===== src/rtl/carrier_irq_pkg.sv =====
package carrier_irq_pkg;
    // Register word and control byte sizes
    localparam int REG_W          = 16;
    localparam int CTRL_W         = 8;
    // Control byte layout: per-line edge select and enable
    localparam int EDGE_SEL_LSB   = 4;
    localparam int LINE_EN_LSB    = 6;
    // Status word layout
    localparam int ERR_LSB        = 8;
    localparam int ERR_W          = 4;
    localparam int TMO_LSB        = 12;
    // Offsets: control registers start at 2 with a stride of 2
    localparam int CTRL_OFF_BASE  = 2;
    localparam int CTRL_OFF_STEP  = 2;
    localparam int STATUS_OFF     = 12;
    // Acknowledge offsets in a slot's interrupt space: line n at 2*n
    localparam int ACK_OFF_STEP   = 2;

    typedef enum logic [1:0] {
        HI_QUIET     = 2'd0,
        HI_RAISED    = 2'd1,
        HI_BLIP_UP   = 2'd2,
        HI_BLIP_DOWN = 2'd3
    } host_state_t;
endpackage


===== src/rtl/cic_ctrl_file.sv =====
module cic_ctrl_file
    import carrier_irq_pkg::*;
#(
    parameter int NUM_SLOTS = 4,
    parameter int ADDR_W    = 8
) (
    input  logic                                clk,
    input  logic                                rst_n,
    input  logic                                wr_en,
    input  logic [ADDR_W-1:0]                   addr,
    input  logic [CTRL_W-1:0]                   wdata,
    output logic [NUM_SLOTS-1:0][CTRL_W-1:0]    ctrl_q
);

    for (genvar s = 0; s < NUM_SLOTS; s++) begin : g_slot
        localparam logic [ADDR_W-1:0] MY_OFF = ADDR_W'(CTRL_OFF_BASE + CTRL_OFF_STEP * s);
        logic hit;
        assign hit = wr_en && (addr == MY_OFF);

        always_ff @(posedge clk or negedge rst_n) begin
            if (!rst_n) begin
                ctrl_q[s] <= '0;
            end else if (hit) begin
                ctrl_q[s] <= wdata;
            end
        end

        AST_CTRL_HOLD: assert property (@(posedge clk) disable iff (!rst_n)
            !(wr_en && (addr == MY_OFF)) |=> $stable(ctrl_q[s]));
    end

endmodule


===== src/rtl/cic_status_bank.sv =====
module cic_status_bank
    import carrier_irq_pkg::*;
#(
    parameter  int NUM_SLOTS = 4,
    localparam int NL        = 2 * NUM_SLOTS,
    localparam int SLOT_W    = $clog2(NUM_SLOTS)
) (
    input  logic              clk,
    input  logic              rst_n,
    input  logic [NL-1:0]     line_in,
    input  logic [NL-1:0]     line_en,
    input  logic [NL-1:0]     line_edge,
    input  logic [NUM_SLOTS-1:0] tmo_evt,
    input  logic              st_wr,
    input  logic [REG_W-1:0]  st_wdata,
    input  logic              ack_rd,
    input  logic [SLOT_W-1:0] ack_slot,
    input  logic [5:0]        ack_off,
    output logic [REG_W-1:0]  status,
    output logic [NL-1:0]     line_clr,
    output logic              edge_evt,
    output logic              lvl_next
);

    logic [NL-1:0]        int_q, int_d, chg, ack_hit, w1c_int;
    logic [NUM_SLOTS-1:0] tmo_q, tmo_d, w1c_tmo;

    // Capture: an enabled line that differs from its status bit flips it
    assign chg      = line_en & (line_in ^ int_q);
    assign int_d    = int_q ^ chg;
    assign edge_evt = |(chg & line_edge);
    assign lvl_next = |(int_d & ~line_edge);

    assign w1c_int  = st_wr ? st_wdata[NL-1:0] : '0;
    assign w1c_tmo  = st_wr ? st_wdata[TMO_LSB +: NUM_SLOTS] : '0;
    assign tmo_d    = (tmo_q & ~w1c_tmo) | tmo_evt;

    // Acknowledge decode: one hit per line, level lines with status set only
    for (genvar s = 0; s < NUM_SLOTS; s++) begin : g_ack_slot
        for (genvar n = 0; n < 2; n++) begin : g_ack_line
            localparam int K = 2 * s + n;
            assign ack_hit[K] = ack_rd
                             && (ack_slot == SLOT_W'(s))
                             && (ack_off == 6'(ACK_OFF_STEP * n))
                             && int_q[K]
                             && !line_edge[K];
        end
    end

    always_ff @(posedge clk or negedge rst_n) begin
        if (!rst_n) begin
            int_q    <= '0;
            tmo_q    <= '0;
            line_clr <= '0;
        end else begin
            int_q    <= int_d;
            tmo_q    <= tmo_d;
            line_clr <= w1c_int | ack_hit;
        end
    end

    // Error field stays zero; only interrupt and timeout fields are live
    always_comb begin
        status = '0;
        status[NL-1:0] = int_q;
        status[TMO_LSB +: NUM_SLOTS] = tmo_q;
    end

    for (genvar k = 0; k < NL; k++) begin : g_line_chk
        AST_LINE_IGNORED: assert property (@(posedge clk) disable iff (!rst_n)
            !line_en[k] |=> $stable(status[k]));
        AST_CLR_NEEDS_SET: assert property (@(posedge clk) disable iff (!rst_n)
            (!st_wr && !status[k]) |=> !line_clr[k]);
        AST_ACK_EDGE_NO_CLR: assert property (@(posedge clk) disable iff (!rst_n)
            (!st_wr && line_edge[k]) |=> !line_clr[k]);
    end

    for (genvar t = 0; t < NUM_SLOTS; t++) begin : g_tmo_chk
        AST_TMO_CLEAR: assert property (@(posedge clk) disable iff (!rst_n)
            (st_wr && st_wdata[TMO_LSB + t] && !tmo_evt[t]) |=> !status[TMO_LSB + t]);
        AST_TMO_SET: assert property (@(posedge clk) disable iff (!rst_n)
            tmo_evt[t] |=> status[TMO_LSB + t]);
    end

    AST_ERR_WR_IGNORED: assert property (@(posedge clk) disable iff (!rst_n)
        (st_wr && (st_wdata[ERR_LSB +: ERR_W] != '0)) |=> (status[ERR_LSB +: ERR_W] == '0));

endmodule


===== src/rtl/cic_host_irq_fsm.sv =====
module cic_host_irq_fsm
    import carrier_irq_pkg::*;
(
    input  logic clk,
    input  logic rst_n,
    input  logic edge_evt,
    input  logic lvl_next,
    output logic host_irq
);

    host_state_t state_q, state_d;

    // State register
    always_ff @(posedge clk or negedge rst_n) begin
        if (!rst_n) begin
            state_q <= HI_QUIET;
        end else begin
            state_q <= state_d;
        end
    end

    // Next state: an edge event forces a one-cycle blip opposite to the
    // level that will be held; otherwise the held level is tracked.
    always_comb begin
        state_d = state_q;
        unique case (state_q)
            HI_QUIET, HI_RAISED, HI_BLIP_UP, HI_BLIP_DOWN: begin
                if (edge_evt) begin
                    state_d = lvl_next ? HI_BLIP_DOWN : HI_BLIP_UP;
                end else begin
                    state_d = lvl_next ? HI_RAISED : HI_QUIET;
                end
            end
        endcase
    end

    // Outputs
    always_comb begin
        host_irq = 1'b0;
        unique case (state_q)
            HI_QUIET:     host_irq = 1'b0;
            HI_RAISED:    host_irq = 1'b1;
            HI_BLIP_UP:   host_irq = 1'b1;
            HI_BLIP_DOWN: host_irq = 1'b0;
        endcase
    end

    AST_EDGE_INVERTS: assert property (@(posedge clk) disable iff (!rst_n)
        edge_evt |=> (host_irq != $past(lvl_next)));
    AST_LEVEL_FOLLOW: assert property (@(posedge clk) disable iff (!rst_n)
        !edge_evt |=> (host_irq == $past(lvl_next)));
    AST_BLIP_SINGLE: assert property (@(posedge clk) disable iff (!rst_n)
        ((state_q == HI_BLIP_UP || state_q == HI_BLIP_DOWN) && !edge_evt)
        |=> (state_q == HI_QUIET || state_q == HI_RAISED));
    AST_QUIET_HOLD: assert property (@(posedge clk) disable iff (!rst_n)
        (!edge_evt && $past(!edge_evt) && (lvl_next == $past(lvl_next))) |=> $stable(host_irq));

endmodule


===== src/rtl/carrier_irq_ctrl.sv =====
module carrier_irq_ctrl
    import carrier_irq_pkg::*;
#(
    parameter  int NUM_SLOTS = 4,
    parameter  int ADDR_W    = 8,
    localparam int NL        = 2 * NUM_SLOTS,
    localparam int SLOT_W    = $clog2(NUM_SLOTS)
) (
    input  logic                 clk,
    input  logic                 rst_n,
    input  logic                 reg_sel,
    input  logic                 reg_wr,
    input  logic [ADDR_W-1:0]    reg_addr,
    input  logic [REG_W-1:0]     reg_wdata,
    output logic [REG_W-1:0]     reg_rdata,
    input  logic [NL-1:0]        slot_irq,
    output logic [NL-1:0]        slot_clr,
    input  logic [NUM_SLOTS-1:0] tmo_evt,
    input  logic                 ack_rd,
    input  logic [SLOT_W-1:0]    ack_slot,
    input  logic [5:0]           ack_off,
    output logic                 host_irq
);

    localparam logic [ADDR_W-1:0] STAT_OFF = ADDR_W'(STATUS_OFF);

    logic [NUM_SLOTS-1:0][CTRL_W-1:0] ctrl_q;
    logic [NL-1:0]    line_en, line_edge;
    logic [REG_W-1:0] status, rd_mux;
    logic             st_wr, edge_evt, lvl_next, addr_mapped;

    assign st_wr = reg_sel && reg_wr && (reg_addr == STAT_OFF);

    cic_ctrl_file #(
        .NUM_SLOTS (NUM_SLOTS),
        .ADDR_W    (ADDR_W)
    ) ctrl_i (
        .clk    (clk),
        .rst_n  (rst_n),
        .wr_en  (reg_sel && reg_wr),
        .addr   (reg_addr),
        .wdata  (reg_wdata[CTRL_W-1:0]),
        .ctrl_q (ctrl_q)
    );

    // Per-line enable and edge-select taken from the owning slot's byte
    for (genvar s = 0; s < NUM_SLOTS; s++) begin : g_cfg
        for (genvar n = 0; n < 2; n++) begin : g_line
            assign line_en[2*s+n]   = ctrl_q[s][LINE_EN_LSB + n];
            assign line_edge[2*s+n] = ctrl_q[s][EDGE_SEL_LSB + n];
        end
    end

    cic_status_bank #(
        .NUM_SLOTS (NUM_SLOTS)
    ) stat_i (
        .clk       (clk),
        .rst_n     (rst_n),
        .line_in   (slot_irq),
        .line_en   (line_en),
        .line_edge (line_edge),
        .tmo_evt   (tmo_evt),
        .st_wr     (st_wr),
        .st_wdata  (reg_wdata),
        .ack_rd    (ack_rd),
        .ack_slot  (ack_slot),
        .ack_off   (ack_off),
        .status    (status),
        .line_clr  (slot_clr),
        .edge_evt  (edge_evt),
        .lvl_next  (lvl_next)
    );

    cic_host_irq_fsm fsm_i (
        .clk      (clk),
        .rst_n    (rst_n),
        .edge_evt (edge_evt),
        .lvl_next (lvl_next),
        .host_irq (host_irq)
    );

    // Read path: revision (0x00), reset (0x0A) and unmapped offsets give zero
    always_comb begin
        rd_mux = '0;
        addr_mapped = 1'b0;
        if (reg_addr == STAT_OFF) begin
            rd_mux = status;
            addr_mapped = 1'b1;
        end
        for (int s = 0; s < NUM_SLOTS; s++) begin
            if (reg_addr == ADDR_W'(CTRL_OFF_BASE + CTRL_OFF_STEP * s)) begin
                rd_mux = {{(REG_W-CTRL_W){1'b0}}, ctrl_q[s]};
                addr_mapped = 1'b1;
            end
        end
    end

    assign reg_rdata = (reg_sel && !reg_wr) ? rd_mux : '0;

    AST_UNMAPPED_ZERO: assert property (@(posedge clk) disable iff (!rst_n)
        (reg_sel && !reg_wr && !addr_mapped) |-> (reg_rdata == '0));
    AST_CTRL_UPPER_ZERO: assert property (@(posedge clk) disable iff (!rst_n)
        (reg_sel && !reg_wr && addr_mapped && reg_addr != STAT_OFF)
        |-> (reg_rdata[REG_W-1:CTRL_W] == '0));

endmodule


===== config.mk =====
export PLATFORM = sky130hd
export DESIGN_NAME = carrier_irq_ctrl
export DESIGN_NICKNAME = d
export VERILOG_FILES = /design/src/rtl/carrier_irq_pkg.sv /design/src/rtl/cic_ctrl_file.sv /design/src/rtl/cic_status_bank.sv /design/src/rtl/cic_host_irq_fsm.sv /design/src/rtl/carrier_irq_ctrl.sv
export SDC_FILE = /design/constraint.sdc
export NUM_CORES = 1
export LEC_CHECK = 0
export ABC_AREA = 0
export CORE_UTILIZATION = 45
export CTS_BUF_LIST = sky130_fd_sc_hd__clkbuf_8
export DETAILED_ROUTE_END_ITERATION = 10
export HOLD_SLACK_MARGIN = 0.15
export PLACE_DENSITY = 0.78
export SLEW_MARGIN = 25
export SYNTH_ARGS = -nofsm -noshare
export SYNTH_HDL_FRONTEND = slang
export SYNTH_SLANG_ARGS = --single-unit

===== constraint.sdc =====
create_clock -name clk -period 6.7 [get_ports clk]
set_clock_uncertainty 0.15 [all_clocks]
set_input_delay 1.34 -clock clk [delete_from_list [all_inputs] [get_ports clk]]
set_output_delay 1.34 -clock clk [all_outputs]
set_load 0.02 [all_outputs]

==> metrics.md, run 1 <==
| Metric | Value |
|---|---|
| Outcome | complete, no violations |
| Mapped cell area | roughly 2900 um^2 |
| CTS tree | built |
| Critical Path Sink Type | output pin |
| Clock Latency Late Sink | around 0.30 ns |
| Top Ports | 74 |
| Initial core utilization | 0.4770 |
| WS Path Type | in -> out |
| Vias per std cell | 5.675 |
| Power Density | 181.1 nW/um^2 |
| Top cell family by delay on the critical path | buffers and inverters |
| Clk buf depth | 2 |
| Root Driver | clkbuf_8 |
| Startpoint Class | input pin |
| Worst slew pin tran | between 0.8 and 0.9 ns |
| Reg clk slew, reported paths | ~0.09 ns |
| Pleak | 1.623 nW |
| Largest net degree at the start of global routing | 55 |
| Simple-gate share of the synthesized area | 0.1763 |
| H-tree depth | 2 |
| ANT nets after route | 0 |
| Total track usage | 0.2227 |
| Global placement routability congestion | between 0.8 and 0.9 |
| CTS Buf Count | 5 |
| Compound-gate portion of the synthesized area | 0.09491 |
| Antenna violations before repair | 0 |
| DR DRC count | 0 |
| Post-CTS Setup Bufs | 0 |
| Fmax | about 180 MHz |
| Die height | 81.92 um |
| Peak supply drop | 0.09922 mV |
| Port bufs | 65 |
| Final net count | around 370 |
| Grt ovf | 0 |
| Filler cells | slightly above 500 |
| Share of layout cells above drive strength 1 | 0.1662 |
| Buf/Inv on CP | 2 |
| Max-cap violations | 0 |
| Seq/Total Area, Yosys | 0.4702 |
| RSZ-0062 raised after global routing | no |
| Netlist cell types | 40 |
| Seq cells post-synth | 54 |
| Critical Path, Cell by Cell | clkdlybuf4s50_1 > or4b_1 > nor3_1 > a32o_1 > clkdlybuf4s50_1 |
| CP dominant cell by count | clkdlybuf4s50_1 |
| CP required | around 5.2 ns |
| Top FF cell, synth | dfrtp_1 |
| Slew HR | 0.4134 |
| Crit path DAT | 4.03 ns |
| Synth Instances | 263 |
| Most frequent cells in the layout | 64 x clkdlybuf4s50_1, 54 x dfrtp_1, 34 x mux2_2 |
| Total Power | 0.6562 mW |
| Hold Vio Cnt, Final | 0 |
| Die area | roughly 6700 um^2 |
| Post-CTS Hold Fix Bufs | 0 |
| Yosys Warn Count | 0 |
| Vias in the first global route | about 2200 |
| Mux share of post-synthesis cell area | 0.1855 |
| Core Region | 6026 um^2 |
| TritonCTS Sinks | 54 |
| First-pass GRT wire length | 11060 um |
| Largest family of logic cells by synthesized area | multiplexers |
| FP Rows | 28 |
| Via Count | about 2300 |
| First-pass iteration count of the detailed router | 4 |
| CP max stage cell | clkdlybuf4s50_1 |
| Post-CTS resize count | 0 |
| Setup total negative slack | 0 ns |
| Post-synth ARST share | 1.000 |
| Die X | just over 80 um |
| Synth Area in Adders | 0 |
| Slowest stage delay, CP | approximately 0.77 ns |
| EDFF count, synth | 0 |
| Routed wire length | between 6000 and 7000 um |
| Xor and xnor area share after synthesis | 0.02743 |
| Most common cell after layout, fill and taps aside | clkdlybuf4s50_1 |
| Max FO, Critical Path | 18 |
| Pins Over Slew Limit | 0 |
| Final period util | 0.8235 |
| Post-layout min period | 5.518 ns |
| Initial DRC Count | roughly 150 |
| Hpwl dp | around 5100 um |
| Min-delay worst type | reg -> reg |
| Drt wl/cell | between 15 and 20 um |
| Synth Area per Inst | 10.93 um^2 |
| Final setup vio count | 0 |
| # diodes | 0 |
| Area Overhead vs Synth | 26.03% |
[where the power goes]
group / internal (mW) / switching (mW)
combinational: 0.0642 / 0.0553
clock: 0.0692 / 0.0982
sequential: 0.347 / 0.0227
[synthesized netlist by cell type (2+ instances only)]
cell type,number,area (um^2)
dfrtp_1,54,1351
mux2i_1,3,30.03
a21o_1,4,30.03
buf_4,4,30.03
nand4_1,12,75.07
nor3_1,4,20.02
mux2_2,34,382.9
a2bb2oi_1,4,35.03
or4_1,2,15.01
inv_1,11,41.29
nor2b_1,6,37.54
and2_1,4,25.02
a22o_1,3,26.28
buf_6,2,22.52
nand2b_1,7,43.79
or3_1,2,12.51
a32o_1,2,20.02
and3_1,5,31.28
nor4_1,2,12.51
nor2_1,9,33.78
xor2_1,9,78.83
a31oi_1,4,25.02
nor3b_1,2,15.01
nand2_1,27,101.4
clkbuf_1,5,18.77
o21ai_0,11,55.05
buf_2,3,15.01
a22oi_1,9,67.56
mux2_4,8,120.1
[through the flow]
stage	cells	utilization	area, um^2	worst slack [ns]	hold slack, ns
after floorplan	266	-	2885	2.413	0.2908
after global placement	393	0.5885	3546	1.233	0.3022
after detailed placement	393	0.5885	3546	1.209	0.3088
after CTS	400	0.6011	3622	1.209	0.3290
after global routing	400	0.6011	3622	1.062	0.3569
final	400	0.6011	3622	1.182	0.3263
[worst register-to-register path, cell delays in order, from the launching register on]
cell and delay [ns]:
dfrtp_1 0.43, mux2_2 0.37, a22oi_1 0.23, nand4_1 0.12
[routing by layer]
| metal | GRT usage | wire, um | up-vias |
|---|---|---|---|
| li1 | - | - | 1061 |
| met1 | 0.3065 | 2965 | 1120 |
| met2 | 0.3446 | 3315 | 77 |
| met3 | 0.04889 | 460 | 12 |
| met4 | 0.07544 | 126 | 0 |
| met5 | 0 | 0 | - |
[final timing paths]
path,from,endpoint,slack [ns],depth (start not counted)
min in group asynchronous,rst_n,stat_i.line_clr[1],1.01,2
hold / removal,stat_i.tmo_q[0],stat_i.tmo_q[0],0.33,1
setup / recovery,reg_addr[2],reg_rdata[3],1.18,5
max in group asynchronous,rst_n,ctrl_i.ctrl_q[19],4.94,2
hold reg to reg,stat_i.tmo_q[0],stat_i.tmo_q[0],0.33,1
setup reg to reg,ctrl_i.ctrl_q[23],fsm_i.state_q[0],5.28,3
[cell families (layout without fill, tap and decap cells)]
| family | count (synthesis) | after routing |
|---|---|---|
| AO/OA/AOI/OAI | 39 | 39 |
| XOR/XNOR | 9 | 9 |
| buffers and inverters | 25 | 84 |
| flip-flops | 54 | 54 |
| multiplexers | 45 | 45 |
| other | 1 | 4 |
| AND/OR/NAND/NOR | 90 | 90 |
[area by class of cell]
type / count / area [um^2] / area share
repair buffers: 66 / 653.1 / 0.1803
inverters: 11 / 41.29 / 0.01140
flip-flops and latches: 54 / 1351 / 0.3731
well taps: 75 / 93.84 / 0.02591
multi-input cells: 187 / 1406 / 0.3883
clock buffers: 5 / 68.82 / 0.01900
clock inverters: 2 / 7.507 / 0.002073
[flip-flops by register name, indices dropped and copies added (netlist names)]
register	flops
stat_i.int_q	8
stat_i.line_clr	8
fsm_i.state_q	2
ctrl_i.ctrl_q	32
stat_i.tmo_q	4
Power figures use the tool's default switching activity.
==> run 2, diff against run 1 <==
- clock period: 6.7 -> 5.1 ns (I/O delays scaled with it)
==> run 2 against run 1 <==
  * Sequential power is 31% higher
  * Combinational power is 36% higher
  * Design area is 1.6% higher
  * Via count is 2.1% higher
  * Wire length is 5.0% higher
  * Non-clock buffer count is 6 higher
  * Die area stayed put
  * Count of clock-buffer cells in the layout stayed put
  * Total power is 36% higher
==> metrics.md, run 2 (synthesis results as in run 1) <==
| Metric | Value |
|---|---|
| Outcome | complete, no violations |
| Root Driver | clkbuf_8 |
| Initial DRC Count | 152 |
| Clk buf depth | 2 |
| Via Count | between 2000 and 2500 |
| Switching share of power | 0.2834 |
| Final net count | between 300 and 400 |
| CP required | between 3 and 4 ns |
| H-tree depth | 2 |
| Net Switching | around 0.25 mW |
| Die area | approximately 6700 um^2 |
| Filler cells | 500 |
| Max-cap violations | 0 |
| ANT nets after route | 0 |
| Initial core utilization | 0.4770 |
| Hold Vio Cnt, Final | 0 |
| Final period util | 0.9161 |
| Power Density | between 200 and 250 nW/um^2 |
| Most frequent cells in the layout | 64 x clkdlybuf4s50_1, 54 x dfrtp_1, 34 x mux2_2 |
| Most common cell after layout, fill and taps aside | clkdlybuf4s50_1 |
| Core Util, Final | 0.6109 |
| Max reg flops | 32 |
| WS Path Type | in -> out |
| Port bufs | 65 |
| First-pass iteration count of the detailed router | 4 |
| Worst slew pin tran | around 0.90 ns |
| CTS tree | built |
| Buf/Inv on CP | 2 |
| Post-CTS Setup Bufs | 0 |
| Hpwl dp | approximately 5400 um |
| Final setup vio count | 0 |
| Critical Path, Cell by Cell | clkdlybuf4s50_1 > or4_1 > nor4_1 > and2_1 > clkdlybuf4s50_1 |
| Total track usage | 0.2383 |
| Area of the multi-input gates | approximately 1400 um^2 |
| Share of layout cells above drive strength 1 | 0.1898 |
| Vias per std cell | roughly 5.7 |
| Slowest stage delay, CP | approximately 0.69 ns |
| Pins Over Slew Limit | 0 |
| Post-layout min period | around 4.7 ns |
| Pleak | 1.651 nW |
| Startpoint Class | input pin |
| Clock Latency Late Sink | around 0.31 ns |
| CTS Buf Count | 5 |
| Top Ports | 74 |
| Drt wl/cell | ~18 um |
| WHS | 0.3317 ns |
| Reg clk slew, reported paths | about 0.10 ns |
| DR DRC count | 0 |
| Top cell family by delay on the critical path | simple AND/OR/NAND/NOR gates |
| First-pass GRT wire length | 11680 um |
| Top Registers | ctrl_i.ctrl_q (32), stat_i.int_q (8), stat_i.line_clr (8) |
| Max FO, Critical Path | 7 |
| Grt ovf | 0 |
| Routed wire length | 7208 um |
| Slew HR | 0.3959 |
| Post-CTS resize count | 0 |
| Register with the most flip-flops | ctrl_i.ctrl_q |
| Core Region | between 6000 and 7000 um^2 |
| Die X | a little over 80 um |
| Peak supply drop | 0.1580 mV |
| CP dominant cell by count | clkdlybuf4s50_1 |
| Crit path DAT | around 3.5 ns |
| Vias in the first global route | 2279 |
| Fmax | about 210 MHz |
| # diodes | 0 |
| TritonCTS Sinks | 54 |
| Post-CTS Hold Fix Bufs | 0 |
| Comb power frac | 0.182 |
| Flop pwr share | 0.543 |
| Global placement routability congestion | 0.8428 |
| RSZ-0062 raised after global routing | no |
| Critical Path Sink Type | output pin |
| CP max stage cell | or4_1 |
| Antenna violations before repair | 0 |
| Clock power frac | 0.275 |
| Int Pwr | 0.6391 mW |
| Area Overhead vs Synth | 28.08% |
| Reg area | approximately 1400 um^2 |
| Min-delay worst type | reg -> reg |
| FP Rows | 28 |
| Die height | ~82 um |
| Setup total negative slack | 0 ns |
| Largest net degree at the start of global routing | 55 |
run 2: changes by cell type in the layout (fill, tap and decap cells not counted):
cell        previous run  this run
clkinvlp_4             0         1
buf_4                  1         7
clkinv_4               0         1
inv_1                 13        11
clkinv_2               0         1
run 2: metal layers:
| metal | part of all wire | up-vias | wire length [um] | GRT usage |
|---|---|---|---|---|
| met5 | 0 | - | 0 | 0 |
| met1 | 0.42 | 1155 | 3019 | 0.3263 |
| li1 | - | 1070 | - | - |
| met2 | 0.50 | 86 | 3636 | 0.3802 |
| met4 | 0.0078 | 0 | 56 | 0.05439 |
| met3 | 0.069 | 7 | 496 | 0.05667 |
run 2: cell type report:
cell class | count | area share
Clock buffer | 5 | 0.01869
Clock inverter | 3 | 0.005778
Inverter | 11 | 0.01122
Multi-Input combinational cell | 187 | 0.3821
Sequential cell | 54 | 0.3671
Tap cell | 75 | 0.02549
Timing Repair Buffer | 72 | 0.1897
run 2: power by group through the flow:
stage,Sequential (mW),Combinational [mW],Clock [mW]
6_report,0.485,0.162,0.245
5_1_grt,0.488,0.178,0.267
4_1_cts,0.483,0.162,0.247
3_5_place_dp,0.492,0.160,0
3_3_place_gp,0.491,0.157,0
2_1_floorplan,0.484,0.0904,0
run 2: metrics by stage:
step | instance area [um^2] | setup WS, ns | instances | power, mW
finish | 3681 | 0.4281 | 407 | 0.8919
global route | 3681 | 0.2827 | 407 | 0.9333
global placement | 3591 | 0.4567 | 399 | 0.6477
CTS | 3681 | 0.4344 | 407 | 0.8922
detailed placement | 3591 | 0.4379 | 399 | 0.6526
floorplan | 2885 | 1.453 | 266 | 0.5744
run 2: worst paths after layout:
path | slack [ns] | start | to | cells after the start
setup / recovery | 0.43 | reg_addr[5] | reg_rdata[12] | 5
hold / removal | 0.33 | stat_i.tmo_q[0] | stat_i.tmo_q[0] | 1
setup reg to reg | 3.69 | ctrl_i.ctrl_q[6] | fsm_i.state_q[0] | 3
hold reg to reg | 0.33 | stat_i.tmo_q[0] | stat_i.tmo_q[0] | 1
max in group asynchronous | 3.68 | rst_n | stat_i.tmo_q[3] | 2
min in group asynchronous | 0.66 | rst_n | stat_i.line_clr[1] | 2
==> run 3, diff against run 2 <==
- CORE_ASPECT_RATIO: default -> 1.5
- CORE_UTILIZATION: 45 -> 51
- PLACE_DENSITY: 0.78 -> 0.86
==> run 3 against run 2 <==
  * Clock power rose by 14%
  * Highest routed layer unchanged
  * Design area fell by 0.14%
  * Wire length fell by 0.37%
  * Critical path depth rose by 1
  * Via count rose by 1.4%
  * Count of clock-buffer cells in the layout did not move
  * Utilization rose by 6.4 points
  * Non-clock buffer count fell by 2
  * Largest cell class unchanged
  * Global-route usage rose by 2.3 points
  * Sequential cell count did not move
==> metrics.md, run 3 (synthesis results as in run 1) <==
| Metric | Value |
|---|---|
| Max-cap violations | 0 |
| Drt wl/cell | approximately 18 um |
| Startpoint Class | input pin |
| Top cell family by delay on the critical path | simple AND/OR/NAND/NOR gates |
| Pre-CTS WS | 0.4352 ns |
| First-pass GRT wire length | around 12000 um |
| Crit path DAT | 3.50 ns |
| Reg2reg setup slack | ~3.6 ns |
| Outcome | complete, no violations |
| Worst slew pin tran | 0.8998 ns |
| Largest net degree at the start of global routing | 55 |
| CP required | about 3.9 ns |
| TritonCTS Sinks | 54 |
| Pleak | around 1.7 nW |
| FP Rows | 33 |
| WS Path Type | in -> out |
| Die area | just under 6000 um^2 |
| Max FO, Critical Path | 7 |
| Clock Latency Late Sink | a little over 0.3 ns |
| Fmax | around 210 MHz |
| Reg clk slew, reported paths | ~0.1 ns |
| Vias per std cell | 5.878 |
| Pins Over Slew Limit | 0 |
| Post-CTS resize count | 0 |
| H-tree depth | 2 |
| FF-to-FF path depth | 3 |
| Min-delay worst type | reg -> reg |
| Die height | 93.94 um |
| Worst reg2reg endpoint | fsm_i.state_q[0] |
| Vias in the first global route | around 2400 |
| Routed wire length | 7181 um |
| Initial DRC Count | ~150 |
| Hpwl dp | 5305 um |
| Share of layout cells above drive strength 1 | 0.1788 |
| Global placement routability congestion | roughly 0.86 |
| First-pass iteration count of the detailed router | 4 |
| Slowest stage delay, CP | around 0.69 ns |
| Most common cell after layout, fill and taps aside | clkdlybuf4s50_1 |
| Peak supply drop | approximately 0.14 mV |
| Power Density | 251.8 nW/um^2 |
| Most frequent cells in the layout | 64 x clkdlybuf4s50_1, 54 x dfrtp_1, 34 x mux2_2 |
| Post-CTS Hold Fix Bufs | 0 |
| Port bufs | between 60 and 70 |
| Hold Crit Depth | 1 |
| Register with the most flip-flops | ctrl_i.ctrl_q |
| Top Registers | ctrl_i.ctrl_q (32), stat_i.int_q (8), stat_i.line_clr (8) |
| CTS Buf Count | 5 |
| Core Region | around 5500 um^2 |
| CP max stage cell | or4_1 |
| Area Overhead vs Synth | 27.91% |
| Clk buf depth | 2 |
| Filler cells | 432 |
| Worst r2r src | ctrl_i.ctrl_q[22] |
| Buf/Inv on CP | 2 |
| Post-layout min period | 4.667 ns |
| # diodes | 0 |
| Via Count | ~2400 |
| Hold_sp | stat_i.tmo_q[3] |
| Root Driver | clkbuf_8 |
| Die X | 63.30 um |
| CTS tree | built |
| Final net count | roughly 380 |
| Initial core utilization | 0.5273 |
| Top Ports | between 70 and 80 |
| DR DRC count | 0 |
| Critical Path Sink Type | output pin |
| Setup ws final | 0.4330 ns |
| Hold endpoint | stat_i.tmo_q[3] |
| Slew HR | 0.3989 |
| Final setup vio count | 0 |
| Setup total negative slack | 0 ns |
| Max reg flops | 32 |
| Grt ovf | 0 |
| Final period util | 0.9151 |
| Critical Path, Cell by Cell | clkdlybuf4s50_1 > or4_1 > nor3_1 > nand4_1 > a21oi_1 > clkdlybuf4s50_1 |
| CP dominant cell by count | clkdlybuf4s50_1 |
| Hold Vio Cnt, Final | 0 |
| RSZ-0062 raised after global routing | no |
| Post-CTS Setup Bufs | 0 |
| Total Power | around 0.9 mW |
| Total track usage | 0.2613 |
| ANT nets after route | 0 |
| Antenna violations before repair | 0 |
==> run 3: cell types whose count changed in the layout (fill, tap and decap cells not counted), sizes merged <==
cell	delta
buf	-2
clkinv	-2
inv	+2
bufinv	+1
clkinvlp	-1
==> run 3: stage by stage <==
| stage | utilization | hold WS, ns | cell area [um^2] | cells |
|---|---|---|---|---|
| after detailed placement | 0.6550 | 0.3112 | 3570 | 392 |
| after global routing | 0.6745 | 0.3625 | 3676 | 400 |
| after global placement | 0.6550 | 0.3012 | 3570 | 392 |
| final | 0.6745 | 0.3325 | 3676 | 400 |
| after floorplan | - | 0.2908 | 2885 | 266 |
| after CTS | 0.6745 | 0.3342 | 3676 | 400 |
==> run 3: final cells by class <==
cell class / count / area, um^2 / share of cell area
timing repair buffer: 70 / 683.2 / 0.1858
clock buffer: 5 / 68.82 / 0.01872
inverter: 11 / 41.29 / 0.01123
tap: 70 / 87.58 / 0.02383
multi-input combinational: 187 / 1406 / 0.3826
sequential: 54 / 1351 / 0.3676
clock inverter: 3 / 37.54 / 0.01021
==> run 3: routing by layer <==
| metal | GRT usage | share of wire | wire length [um] | up-vias |
|---|---|---|---|---|
| met5 | 0 | 0 | 0 | - |
| met1 | 0.3124 | 0.39 | 2836 | 1154 |
| met2 | 0.4427 | 0.51 | 3628 | 104 |
| met4 | 0.1496 | 0.044 | 313 | 0 |
| met3 | 0.04126 | 0.056 | 402 | 24 |
| li1 | - | - | - | 1069 |
==> run 3: worst max-delay path by stage <==
| stage | startpoint | endpoint | slack, ns | depth (start not counted) |
|---|---|---|---|---|
| 3_3_place_gp | reg_addr[5] | reg_rdata[7] | 0.45 | 6 |
| 4_1_cts | reg_addr[1] | reg_rdata[2] | 0.44 | 6 |
| 5_1_grt | reg_addr[5] | reg_rdata[7] | 0.31 | 6 |
| 2_1_floorplan | reg_addr[5] | reg_rdata[7] | 1.45 | 5 |
| 6_report | reg_addr[5] | reg_rdata[7] | 0.43 | 6 |
| 3_5_place_dp | reg_addr[5] | reg_rdata[7] | 0.44 | 6 |
==> run 3: power breakdown <==
part | leakage (nW) | switching, mW | internal (mW)
clock network | 0.0607 | 0.136 | 0.143
registers | 0.714 | 0.0310 | 0.455
logic | 0.882 | 0.0735 | 0.0863
total | 1.66 | 0.241 | 0.685
